### src/rtl/pll_clkseq_pkg.sv
package pll_clkseq_pkg;
    localparam int MF_W  = 12;
    localparam int DF_W  = 4;
    localparam int CNT_W = (1 << DF_W) - 1;
    localparam int REG_W = 1 + DF_W + MF_W;

    typedef struct packed {
        logic            pen;
        logic [DF_W-1:0] df;
        logic [MF_W-1:0] mf;
    } setup_reg_t;

    typedef enum logic [1:0] {
        SRC_EXT  = 2'd0,
        SRC_PLL  = 2'd1,
        SRC_PARK = 2'd2
    } clk_src_e;

    typedef enum logic [1:0] {
        SQ_BYPASS = 2'd0,
        SQ_DROP   = 2'd1,
        SQ_ACQ    = 2'd2,
        SQ_RUN    = 2'd3
    } seq_state_e;

    function automatic logic [CNT_W-1:0] ratio_mask(input logic [DF_W-1:0] d);
        return (CNT_W'(1) << d) - CNT_W'(1);
    endfunction
endpackage

### src/rtl/clkseq_setup.sv
module clkseq_setup
    import pll_clkseq_pkg::*;
(
    input  logic       clk,
    input  logic       rst,
    input  logic       strap_pll_en,
    input  logic       strap_ckpol,
    input  logic       wr_en,
    input  setup_reg_t wr_val,
    output setup_reg_t cur,
    output logic       pol_q,
    output logic       mf_chg,
    output logic       pen_next
);
    assign mf_chg   = wr_en && (wr_val.mf != cur.mf);
    assign pen_next = wr_en ? wr_val.pen : cur.pen;

    always_ff @(posedge clk) begin
        if (rst) begin
            cur.pen <= strap_pll_en;
            cur.df  <= '0;
            cur.mf  <= '0;
            pol_q   <= strap_ckpol;
        end else if (wr_en) begin
            cur <= wr_val;
        end
    end

    // polarity latch frozen outside reset
    assert_pol_frozen_R1: assert property (@(posedge clk) disable iff (rst)
        1'b1 |=> $stable(pol_q));
    // no write means no register change
    assert_reg_hold_R10: assert property (@(posedge clk) disable iff (rst)
        !wr_en |=> $stable(cur));
endmodule

### src/rtl/clkseq_lock_sync.sv
module clkseq_lock_sync #(
    parameter int STAGES = 2
) (
    input  logic clk,
    input  logic rst,
    input  logic lock_raw,
    output logic lock_sync
);
    logic [STAGES-1:0] chain;

    always_ff @(posedge clk) begin
        if (rst) chain <= '0;
        else     chain <= {chain[STAGES-2:0], lock_raw};
    end

    assign lock_sync = chain[STAGES-1];
endmodule

### src/rtl/clkseq_divider.sv
module clkseq_divider
    import pll_clkseq_pkg::*;
(
    input  logic            clk,
    input  logic            rst,
    input  logic [DF_W-1:0] df,
    output logic            div_ce
);
    logic [CNT_W-1:0] phase;

    always_ff @(posedge clk) begin
        if (rst) phase <= '0;
        else     phase <= phase + CNT_W'(1);
    end

    assign div_ce = (phase & ratio_mask(df)) == '0;

    // divide code 0 gives an enable in every cycle
    assert_div1_every_cycle_R7: assert property (@(posedge clk) disable iff (rst)
        (df == '0) |-> div_ce);
endmodule

### src/rtl/pll_clkseq.sv
module pll_clkseq
    import pll_clkseq_pkg::*;
(
    input  logic        clk,
    input  logic        rst,
    input  logic        strap_pll_en,
    input  logic        strap_ckpol,
    input  logic        wr_en,
    input  logic [16:0] wr_data,
    input  logic        pll_lock_in,
    output logic        pll_en,
    output logic [11:0] pll_mf,
    output logic [1:0]  clk_src,
    output logic        park_lvl,
    output logic        core_ce,
    output logic        lock_out
);
    setup_reg_t cur;
    logic       pol_q, mf_chg, pen_next, lock_s, div_ce;
    seq_state_e st, st_nx;

    clkseq_setup u_setup (
        .clk(clk), .rst(rst),
        .strap_pll_en(strap_pll_en), .strap_ckpol(strap_ckpol),
        .wr_en(wr_en), .wr_val(setup_reg_t'(wr_data)),
        .cur(cur), .pol_q(pol_q), .mf_chg(mf_chg), .pen_next(pen_next)
    );

    clkseq_lock_sync #(.STAGES(2)) u_sync (
        .clk(clk), .rst(rst), .lock_raw(pll_lock_in), .lock_sync(lock_s)
    );

    clkseq_divider u_div (
        .clk(clk), .rst(rst), .df(cur.df), .div_ce(div_ce)
    );

    always_comb begin
        st_nx = st;
        if (!pen_next) begin
            st_nx = SQ_BYPASS;
        end else if (st == SQ_BYPASS || mf_chg) begin
            st_nx = SQ_DROP;
        end else begin
            unique case (st)
                SQ_DROP: if (!lock_s) st_nx = SQ_ACQ;
                SQ_ACQ:  if (lock_s)  st_nx = SQ_RUN;
                SQ_RUN:  if (!lock_s) st_nx = SQ_DROP;
                default: st_nx = SQ_BYPASS;
            endcase
        end
    end

    always_ff @(posedge clk) begin
        if (rst) st <= strap_pll_en ? SQ_DROP : SQ_BYPASS;
        else     st <= st_nx;
    end

    always_comb begin
        unique case (st)
            SQ_BYPASS: begin clk_src = SRC_EXT;  core_ce = 1'b1;   lock_out = 1'b1; end
            SQ_RUN:    begin clk_src = SRC_PLL;  core_ce = div_ce; lock_out = 1'b1; end
            default:   begin clk_src = SRC_PARK; core_ce = 1'b0;   lock_out = 1'b0; end
        endcase
    end

    assign pll_en   = cur.pen;
    assign pll_mf   = cur.mf;
    assign park_lvl = pol_q;

    // an enabled multiply change drops lock on the next cycle
    assert_mf_drop_R3: assert property (@(posedge clk) disable iff (rst)
        (mf_chg && pen_next) |=> (!lock_out && clk_src == SRC_PARK));
    // parked means no core enables
    assert_frozen_R4: assert property (@(posedge clk) disable iff (rst)
        (clk_src == SRC_PARK) |-> !core_ce);
    // bypass forces lock and a free-running core
    assert_bypass_R2: assert property (@(posedge clk) disable iff (rst)
        !pll_en |-> (lock_out && core_ce && clk_src == SRC_EXT));
    // locked, same multiply code, lock still seen -> lock kept
    assert_keep_lock_R12: assert property (@(posedge clk) disable iff (rst)
        (st == SQ_RUN && !mf_chg && pen_next && lock_s) |=> lock_out);
    // disabling write enters bypass
    assert_disable_R9: assert property (@(posedge clk) disable iff (rst)
        (wr_en && !wr_data[16]) |=> (clk_src == SRC_EXT));
endmodule

### config.mk
export PLATFORM = sky130hd
export DESIGN_NAME = pll_clkseq
export DESIGN_NICKNAME = d
export VERILOG_FILES = /design/src/rtl/pll_clkseq_pkg.sv /design/src/rtl/clkseq_setup.sv /design/src/rtl/clkseq_lock_sync.sv /design/src/rtl/clkseq_divider.sv /design/src/rtl/pll_clkseq.sv
export SDC_FILE = /design/constraint.sdc
export NUM_CORES = 1
export LEC_CHECK = 0
export CAP_MARGIN = 20
export CORE_MARGIN = 4
export CORE_UTILIZATION = 50
export DETAILED_ROUTE_END_ITERATION = 12
export PLACE_DENSITY = 0.75
export SKIP_CTS_REPAIR_TIMING = 1
export SYNTH_ARGS = -nofsm -noshare
export SYNTH_HDL_FRONTEND = slang
export SYNTH_SLANG_ARGS = --single-unit
### constraint.sdc
create_clock -name clk -period 9 [get_ports clk]
set_input_delay 2.25 -clock clk [delete_from_list [all_inputs] [get_ports clk]]
set_output_delay 2.25 -clock clk [all_outputs]
set_load 0.005 [all_outputs]
After elaboration in Yosys (flattened, before gate mapping)
Cells that the tools add are included.
Widths: inputs -> output; s select.
{"block": "totals", "reg_bits": 37, "in_bits": 23, "out_inout_bits": 18, "word_cells": 39}
{"block": "classes", "addsub": 2, "eq_ne": 7, "n_shift": 1, "n_mux": 14, "bitwise_logic": 1, "reduce_logical": 7}
{"op": "$mux 17", "count": 2}
{"op": "$add 15x1->15 const B", "count": 1}
{"op": "$and 15x15->15", "count": 1}
{"op": "$logic_not 15->1", "count": 1}
{"op": "$shl 1x4->15 const A", "count": 1}
{"op": "$sub 15x2->15 const B", "count": 1}
{"op": "$mux 2", "count": 6}
{"op": "$ne 12x12->1", "count": 1}
{"op": "$ne 5x5->1 const B", "count": 2}
{"op": "$pmux 2 s3", "count": 1}
{"op": "$ne 5x4->1 const B", "count": 1}
{"op": "$eq 2x2->1 const B", "count": 2}
{"op": "$pmux 2 s2", "count": 1}
{"op": "$mux 1", "count": 3}
{"op": "$reduce_and 3->1", "count": 1}
{"op": "$eq 2x1->1 const B", "count": 1}
{"op": "$logic_not 2->1", "count": 1}
{"op": "$pmux 1 s2", "count": 1}
{"op": "$reduce_bool 2->1", "count": 1}
{"op": "$reduce_or 2->1", "count": 1}
{"op": "$logic_and 1x1->1", "count": 1}
{"op": "$logic_or 1x1->1", "count": 1}

Longest topological paths before layout
Gate-level depths: netlist of the first run.
{"block": "depth", "ltp_word": 6, "mapped_depth": 10, "mapped_depth_nobuf": 8}

Hierarchy
From an unflattened synthesis of the first run, not the netlist that was laid out.
{"block": "hier_totals", "cells_unflattened": 215, "area_unflattened_um2": 1954.4}
{"module": "clkseq_divider", "n_inst": 1, "cells_per_inst": 117, "area_each_um2": 930.9, "seq_area_each_um2": 300.3}
{"module": "clkseq_setup", "n_inst": 1, "cells_per_inst": 76, "area_each_um2": 785.8, "seq_area_each_um2": 380.4}
{"module": "pll_clkseq", "n_inst": 1, "cells_per_inst": 18, "area_each_um2": 185.2, "seq_area_each_um2": 60.1}
{"module": "clkseq_lock_sync", "n_inst": 1, "cells_per_inst": 4, "area_each_um2": 52.6, "seq_area_each_um2": 40.0}

Worst setup path before layout of the first run
OpenSTA, ideal clock, no wires.
{"block": "synth_timing", "path_type": "reg-to-output", "startpoint": "register u_setup.cur[14] (netlist name)", "endpoint": "output core_ce", "arrival_ps": 2502, "required_time_ps": 6750, "path_slack_ps": 4248, "path_stages_with_launch": 10, "n_path_buf": 2, "cell_sequence": "dfxtp_1 > clkbuf_1 > or2_2 > or3_1 > ha_1 > clkbuf_1 > nor4b_1 > o2bb2ai_1 > or4_1 > o41ai_2"}
{"block": "synth_via", "elab_chain_cells": 5}
{"item": "$shl 1x4->15", "line_no": "pll_clkseq_pkg.sv:27", "text": "return (CNT_W'(1) << d) - CNT_W'(1);"}
{"item": "$sub 15x2->15", "line_no": "pll_clkseq_pkg.sv:27"}
{"item": "$and 15x15->15", "line_no": "clkseq_divider.sv:16", "text": "assign div_ce = (phase & ratio_mask(df)) == '0;"}
{"item": "$logic_not 15->1", "line_no": "clkseq_divider.sv:16"}
{"item": "$pmux 1 s2", "line_no": "pll_clkseq.sv:59", "text": "unique case (st)"}
{"item": "end, declared", "line_no": "pll_clkseq.sv:15", "text": "output logic core_ce,"}
Every way passes these cells.

Worst setup path after layout of the first run
{"block": "layout_timing", "startpoint": "register u_setup.cur[14] (netlist name)", "endpoint": "output core_ce"}
{"block": "layout_via", "elab_chain_cells": 5}
{"item": "$shl 1x4->15", "line_no": "pll_clkseq_pkg.sv:27"}
{"item": "$sub 15x2->15", "line_no": "pll_clkseq_pkg.sv:27"}
{"item": "$and 15x15->15", "line_no": "clkseq_divider.sv:16"}
{"item": "$logic_not 15->1", "line_no": "clkseq_divider.sv:16"}
{"item": "$pmux 1 s2", "line_no": "pll_clkseq.sv:59"}
Every way passes these cells.

==> results of run 1 <==
## routing by layer
metal / global-route usage [%] / part of all wire [%] / vias to the layer above
li1: - / - / 831
met1: 21.0 / 46 / 757
met2: 27.2 / 48 / 38
met3: 4.49 / 5.0 / 4
met4: 3.76 / 0.64 / 0
met5: 0 / 0 / -
## cells in the final DEF (no fill, tap or decap), drive strengths merged, types with 2 or more instances in the layout
cell type       n
clkdlybuf4s50  40
dfxtp          33
nor2           29
mux2i          17
xnor2          15
o21ai          12
nand2          11
a21oi          11
nand4           7
clkbuf          7
or3             6
xor2            6
ha              6
inv             5
nand3           5
nor3            4
nor2b           4
edfxtp          4
or2             2
o31ai           2
nand2b          2
and2            2
a21boi          2
o2bb2ai         2
or4             2
and3            2
a2111oi         2
nor4b           2
buf             2
## stage by stage
step	instance area, um2	hold WS, ps	setup slack (ps)
6_report	2460	450	3470
5_1_grt	2460	484	3270
4_1_cts	2440	460	3440
3_5_place_dp	2360	439	3750
3_3_place_gp	2360	433	3790
2_1_floorplan	2030	414	4250
## area by class of cell
class	instances	area [um2]	share of cell area, %
Multi-Input combinational cell	161	1090	44.3
Sequential cell	37	781	31.8
Timing Repair Buffer	42	423	17.2
Clock buffer	7	86.3	3.51
Tap cell	48	60.1	2.44
Inverter	5	18.8	0.764
## cells by family after synthesis
| group | count (synthesis) |
|---|---|
| and+or+nand+nor | 79 |
| AOI/OAI and AO/OA | 38 |
| DFF | 37 |
| buffers and inverters | 29 |
| xor gates and xnor gates | 21 |
| muxes | 17 |
| adders and majority gates | 6 |
## sequential cells by signal, indices dropped and copies added, names as in the netlist
name           flops
u_setup.cur       17
u_div.phase       15
st                 2
u_sync.chain       2
u_setup.pol_q      1
## how the worst max path moves through the flow
stage / startpoint / to / slack, ps
CTS: u_setup.cur[14] / core_ce / 3440
floorplan: u_setup.cur[14] / core_ce / 4250
finish: u_setup.cur[14] / core_ce / 3470
global route: u_setup.cur[14] / core_ce / 3270
global placement: u_setup.cur[14] / core_ce / 3790
detailed placement: u_setup.cur[14] / core_ce / 3750
## power by group through the flow
stage / Combinational (mW) / Sequential, mW / Clock, mW
after floorplan: 0.0395 / 0.183 / 0
after global placement: 0.0606 / 0.186 / 0
after detailed placement: 0.0610 / 0.187 / 0
after CTS: 0.0614 / 0.183 / 0.117
after global routing: 0.0669 / 0.184 / 0.124
final: 0.0612 / 0.183 / 0.113
## worst reg2reg max path: stages (launching register included)
cell	delay (ps)
sky130_fd_sc_hd__dfxtp_1	370
sky130_fd_sc_hd__xnor2_1	140
sky130_fd_sc_hd__nand4_1	160
sky130_fd_sc_hd__or4_1	590
sky130_fd_sc_hd__a2111o_1	480
==> impl_metrics.yaml, run 1 <==
run_status:
  status: "finished, final reports clean"
timing:
  timing.clock.skew_ps: 3.04
  maxSlewHeadroom_pct: 65.4
  achievable-frequency_mhz: 181
  final.period_utilization_pct: 61.4
  hold_violations: 0
  period_minus_ws_final_ps: 5530
  fin_tns_setup_ps: 0
  worst-slew-pin-transition_ps: 518
  report.final.slew_viol_count: 0
  rsz_0062_raised_after_global_routing: "false"
  timing.final.setup_violations: 0
synth:
  synth.most_common_cell: "sky130_fd_sc_hd__dfxtp_1"
  synth_top_area_share_pct: 32.5
  post_synth_instance_area_mm2: 0.00203
  synth_area_leaders: "sky130_fd_sc_hd__dfxtp_1, sky130_fd_sc_hd__mux2i_1, sky130_fd_sc_hd__xnor2_1"
  syn_nets: 256
  synth_edf_count: 4
  synth_top_cells_by_count: "sky130_fd_sc_hd__dfxtp_1, sky130_fd_sc_hd__nor2_1, sky130_fd_sc_hd__mux2i_1"
  synth_xor_area_share_pct: 9.06
  yosys.area_share.simple_pct: 20.1
  synthesis.yosys.warnings: 0
  synth-compound-area-share_pct: 12.4
  synth_top_family_by_area: "simple AND/OR/NAND/NOR gates"
  ys_async_sr_fraction_pct: 0
  synthesis.area_per_instance_um2: 8.95
  synth_seq_cells: 37
  seq_area_frac_synth_pct: 38.4
  synth_cell_types: 41
  synth.area.mux_share_pct: 8.38
  synth_fa_ha_area_share_pct: 3.70
  synth.largest_area_cell: "sky130_fd_sc_hd__dfxtp_1"
  yosys_most_used_dff: "sky130_fd_sc_hd__dfxtp_1"
  syn_inst: 227
detailed_routing:
  route.vias.total: 1630
  route.detailed.drc: 0
  drt-wirelength-per-cell_um: 13.5
  antenna_violating_nets_post_route: 0
  first_iter_violations: 127
  drt_pass1_iterations: 4
  vias_per_cell: 5.43
  routed_wl_um: 4050
pwr:
  worst_ir_drop_vdd_mv: 0.0902
  clkPwrFrac_pct: 31.7
  pwr-share-comb_pct: 17.1
  total_leakage_power_nw: 0.897
  power-per-cell-area_mw_per_mm2: 146
  switching_power_mw: 0.0867
  power.share.switching_pct: 24.2
  power_frac_seq_pct: 51.2
  power.total_mw: 0.358
  internal_power_mw: 0.271
worst_setup_path:
  cp_endpoint_kind: "primary output"
  worst_path_cell_trace: "or2_2 -> or3_1 -> ha_1 -> nor4b_1 -> o2bb2ai_1 -> or4_1 -> o41ai_2 -> clkdlybuf4s50_1"
  crit_type: "reg -> out"
  regToRegStartpoint: "u_setup.cur[1]"
  critical_path.slowest_cell: "sky130_fd_sc_hd__clkdlybuf4s50_1"
  critical_path.max_fanout: 14
  worst-path-buf-inv: 1
  cp.depth: 8
  cpLargestDelayFamily: "simple AND/OR/NAND/NOR gates"
  crit-reg2reg-capture: "st[1]"
  critPathLaunchType: "flop"
  cp_data_arrival_time_ps: 3280
  worst_r2r_path_depth: 4
  r2r_setup_slack_ps: 7010
  timing.critical_path.slowest_cell_delay_ps: 550
  critical_path_required_ps: 6750
clock_tree:
  cts.sinks: 37
  clock_insertion_delay_worst_skew_ps: 280
  tritoncts.num_buffers: 5
  bufs_on_longest_clock_path: 2
  clock-root-buffer: "sky130_fd_sc_hd__clkbuf_8"
  cts_htree_levels: 2
  cts_tree: "built"
  clkTransAtPathRegs_ps: 70
floorplan:
  die_height_um: 71.7
  die_width_um: 71.7
  num_rows: 22
  design.portCount: 41
  dieArea_mm2: 0.00515
  placeableCoreArea_mm2: 0.00380
  floorplan.initialDensity_pct: 53.5
run:
  drv_cap: 0
final_layout:
  share_of_the_core_filled_with_cells_pct: 64.7
  num-nets-final: 281
  finalNonFillerCells: 300
  insertedDiodeCount: 0
  area.growth.synth_to_final_pct: 21.0
  fill_cells: 325
  layout-drive-gt1-share_pct: 5.16
global_route:
  grt_start_max_net_pins: 43
  grt_first_pass_wirelength_um: 6810
  antenna_found_initial: 0
  grt_util_all_layers_pct: 16.4
  globalRoute.totalOverflow: 0
  grt_pass1_vias: 1530
placement:
  dpl_cells: 292
  io_buffer_count: 40
  dp.final_hpwl_um: 2920
  finalWeightedCongestion: 0.892
worst_hold_path:
  worstHoldPathCells: 1
  min_path_type: "reg -> reg"
  whs_endpoint: "u_sync.chain[1]"
  start_point_of_the_worst_min_delay_path: "u_sync.chain[0]"
Power figures use the tool's default switching activity.
==> run 2: changes to the inputs <==
Clock period 9 ns to 5.55 ns, I/O delays scaled along.
==> impl_metrics.yaml, run 2 (same netlist as run 1, synthesis figures left out) <==
run_status:
  status: "finished, final reports clean"
global_route:
  globalRoute.totalOverflow: 0
  antenna_found_initial: 0
  grt-busiest-layer: "met2"
  grt_first_pass_wirelength_um: 6960
  grt_use_met2_pct: 26.7
  groute.layer.met1.usage_pct: 21.9
  grt_util_all_layers_pct: 16.8
  grt_start_max_net_pins: 28
  grt_pass1_vias: 1550
  grtUsageMet3_pct: 4.07
worst_setup_path:
  crit-reg2reg-capture: "st[0]"
  critical_path_required_ps: 4160
  worstSetupStartpoint: "u_setup.cur[14]"
  crit_type: "reg -> out"
  cp_data_arrival_time_ps: 3370
  critPathLaunchType: "flop"
  worst_r2r_path_depth: 4
  regToRegStartpoint: "u_setup.cur[1]"
  critical_path.max_fanout: 14
  cp_endpoint_kind: "primary output"
  r2r_setup_slack_ps: 3590
worst_hold_path:
  worstHoldPathCells: 1
  min_path_type: "reg -> reg"
  start_point_of_the_worst_min_delay_path: "u_sync.chain[0]"
  whs_endpoint: "u_sync.chain[1]"
final_layout:
  largest_registers: "u_setup.cur x17, u_div.phase x15"
  fill_cells: 335
  layout_common_cells: "sky130_fd_sc_hd__clkdlybuf4s50_1, sky130_fd_sc_hd__dfxtp_1, sky130_fd_sc_hd__nor2_1"
  num-nets-final: 281
  layout-drive-gt1-share_pct: 5.93
  area.growth.synth_to_final_pct: 21.6
  mostFrequentLayoutCell: "sky130_fd_sc_hd__clkdlybuf4s50_1"
  largest_register_ffs: 17
  largest-register: "u_setup.cur"
  insertedDiodeCount: 0
timing:
  maxSlewHeadroom_pct: 62.3
  worst-slew-pin-transition_ps: 564
  timing.clock.skew_ps: 3.51
  report.final.slew_viol_count: 0
  timing.final.setup_violations: 0
  fin_tns_setup_ps: 0
  crit_path_setup_slack_layout_ps: 797
  final.period_utilization_pct: 85.6
  achievable-frequency_mhz: 210
  fin_hold_ws_ps: 452
  hold_violations: 0
  period_minus_ws_final_ps: 4750
  rsz_0062_raised_after_global_routing: "false"
clock_tree:
  cts_htree_levels: 2
  bufs_on_longest_clock_path: 2
  cts.sinks: 37
  clock-root-buffer: "sky130_fd_sc_hd__clkbuf_8"
  tritoncts.num_buffers: 5
  cts_tree: "built"
  clkTransAtPathRegs_ps: 70
  clock_insertion_delay_worst_skew_ps: 290
detailed_routing:
  routed_wl_um: 4020
  route.vias.total: 1647
  drt_pass1_iterations: 4
  route.detailed.drc: 0
  antenna_violating_nets_post_route: 0
  vias_per_cell: 5.47
  drt-wirelength-per-cell_um: 13.3
  first_iter_violations: 145
run:
  drv_cap: 0
pwr:
  worst_ir_drop_vdd_mv: 0.148
  total_leakage_power_nw: 0.905
  power-per-cell-area_mw_per_mm2: 246
placement:
  finalWeightedCongestion: 0.841
  place_ws_ps: 1120
  io_buffer_count: 40
  dp.final_hpwl_um: 2950
floorplan:
  die_width_um: 71.7
  placeableCoreArea_mm2: 0.00380
  dieArea_mm2: 0.00515
  floorplan.initialDensity_pct: 53.5
  num_rows: 22
  design.portCount: 41
  die_height_um: 71.7
-- run 2: changes by cell type in the layout (fill, tap and decap cells not counted) --
cell / change
sky130_fd_sc_hd__clkbuf_1: -1
sky130_fd_sc_hd__inv_6: +1
sky130_fd_sc_hd__buf_8: -1
sky130_fd_sc_hd__buf_4: +1
sky130_fd_sc_hd__clkbuf_8: +1
-- run 2: how the worst max path moves through the flow --
stage,to,slack (ps),depth (start not counted)
final,core_ce,800,8
after global routing,core_ce,640,8
after CTS,core_ce,790,8
after detailed placement,core_ce,1120,8
after global placement,core_ce,1180,8
after floorplan,core_ce,1660,9
-- run 2: final cells by class --
| class | instances | area [um2] | share of cell area, % |
|---|---|---|---|
| tap | 48 | 60.1 | 2.43 |
| inverter | 5 | 18.8 | 0.760 |
| clock inverter | 1 | 8.76 | 0.355 |
| clock buffer | 7 | 96.3 | 3.90 |
| timing repair buffer | 42 | 415 | 16.8 |
| multi-input combinational | 161 | 1090 | 44.1 |
| sequential | 37 | 781 | 31.6 |
-- run 2: where the power goes --
| part | internal [mW] | switching, mW |
|---|---|---|
| combinational | 0.0583 | 0.0403 |
| sequential | 0.282 | 0.0142 |
| clock | 0.115 | 0.0982 |
-- run 2: worst max-delay path, cell delays in order (launching register included) --
cell and delay, ps:
sky130_fd_sc_hd__dfxtp_1 450, sky130_fd_sc_hd__or2_2 370, sky130_fd_sc_hd__or3_1 320, sky130_fd_sc_hd__ha_1 300, sky130_fd_sc_hd__nor4b_1 200, sky130_fd_sc_hd__o2bb2ai_1 150, sky130_fd_sc_hd__or4_1 500, sky130_fd_sc_hd__o41ai_2 210
sky130_fd_sc_hd__clkdlybuf4s50_1 550
-- run 2: per-layer routing --
| metal | share of wire (%) | up-vias |
|---|---|---|
| li1 | - | 831 |
| met1 | 45 | 761 |
| met2 | 47 | 48 |
| met3 | 5.7 | 7 |
| met4 | 1.4 | 0 |
| met5 | 0 | - |
-- run 2: metrics by stage --
stage	instances	area, um2	util (%)	power, mW
3_5_place_dp	293	2360	62.2	0.402
6_report	301	2470	65.0	0.608
3_3_place_gp	293	2360	62.2	0.400
4_1_cts	301	2470	65.0	0.612
2_1_floorplan	227	2030	-	0.361
5_1_grt	301	2470	65.0	0.637
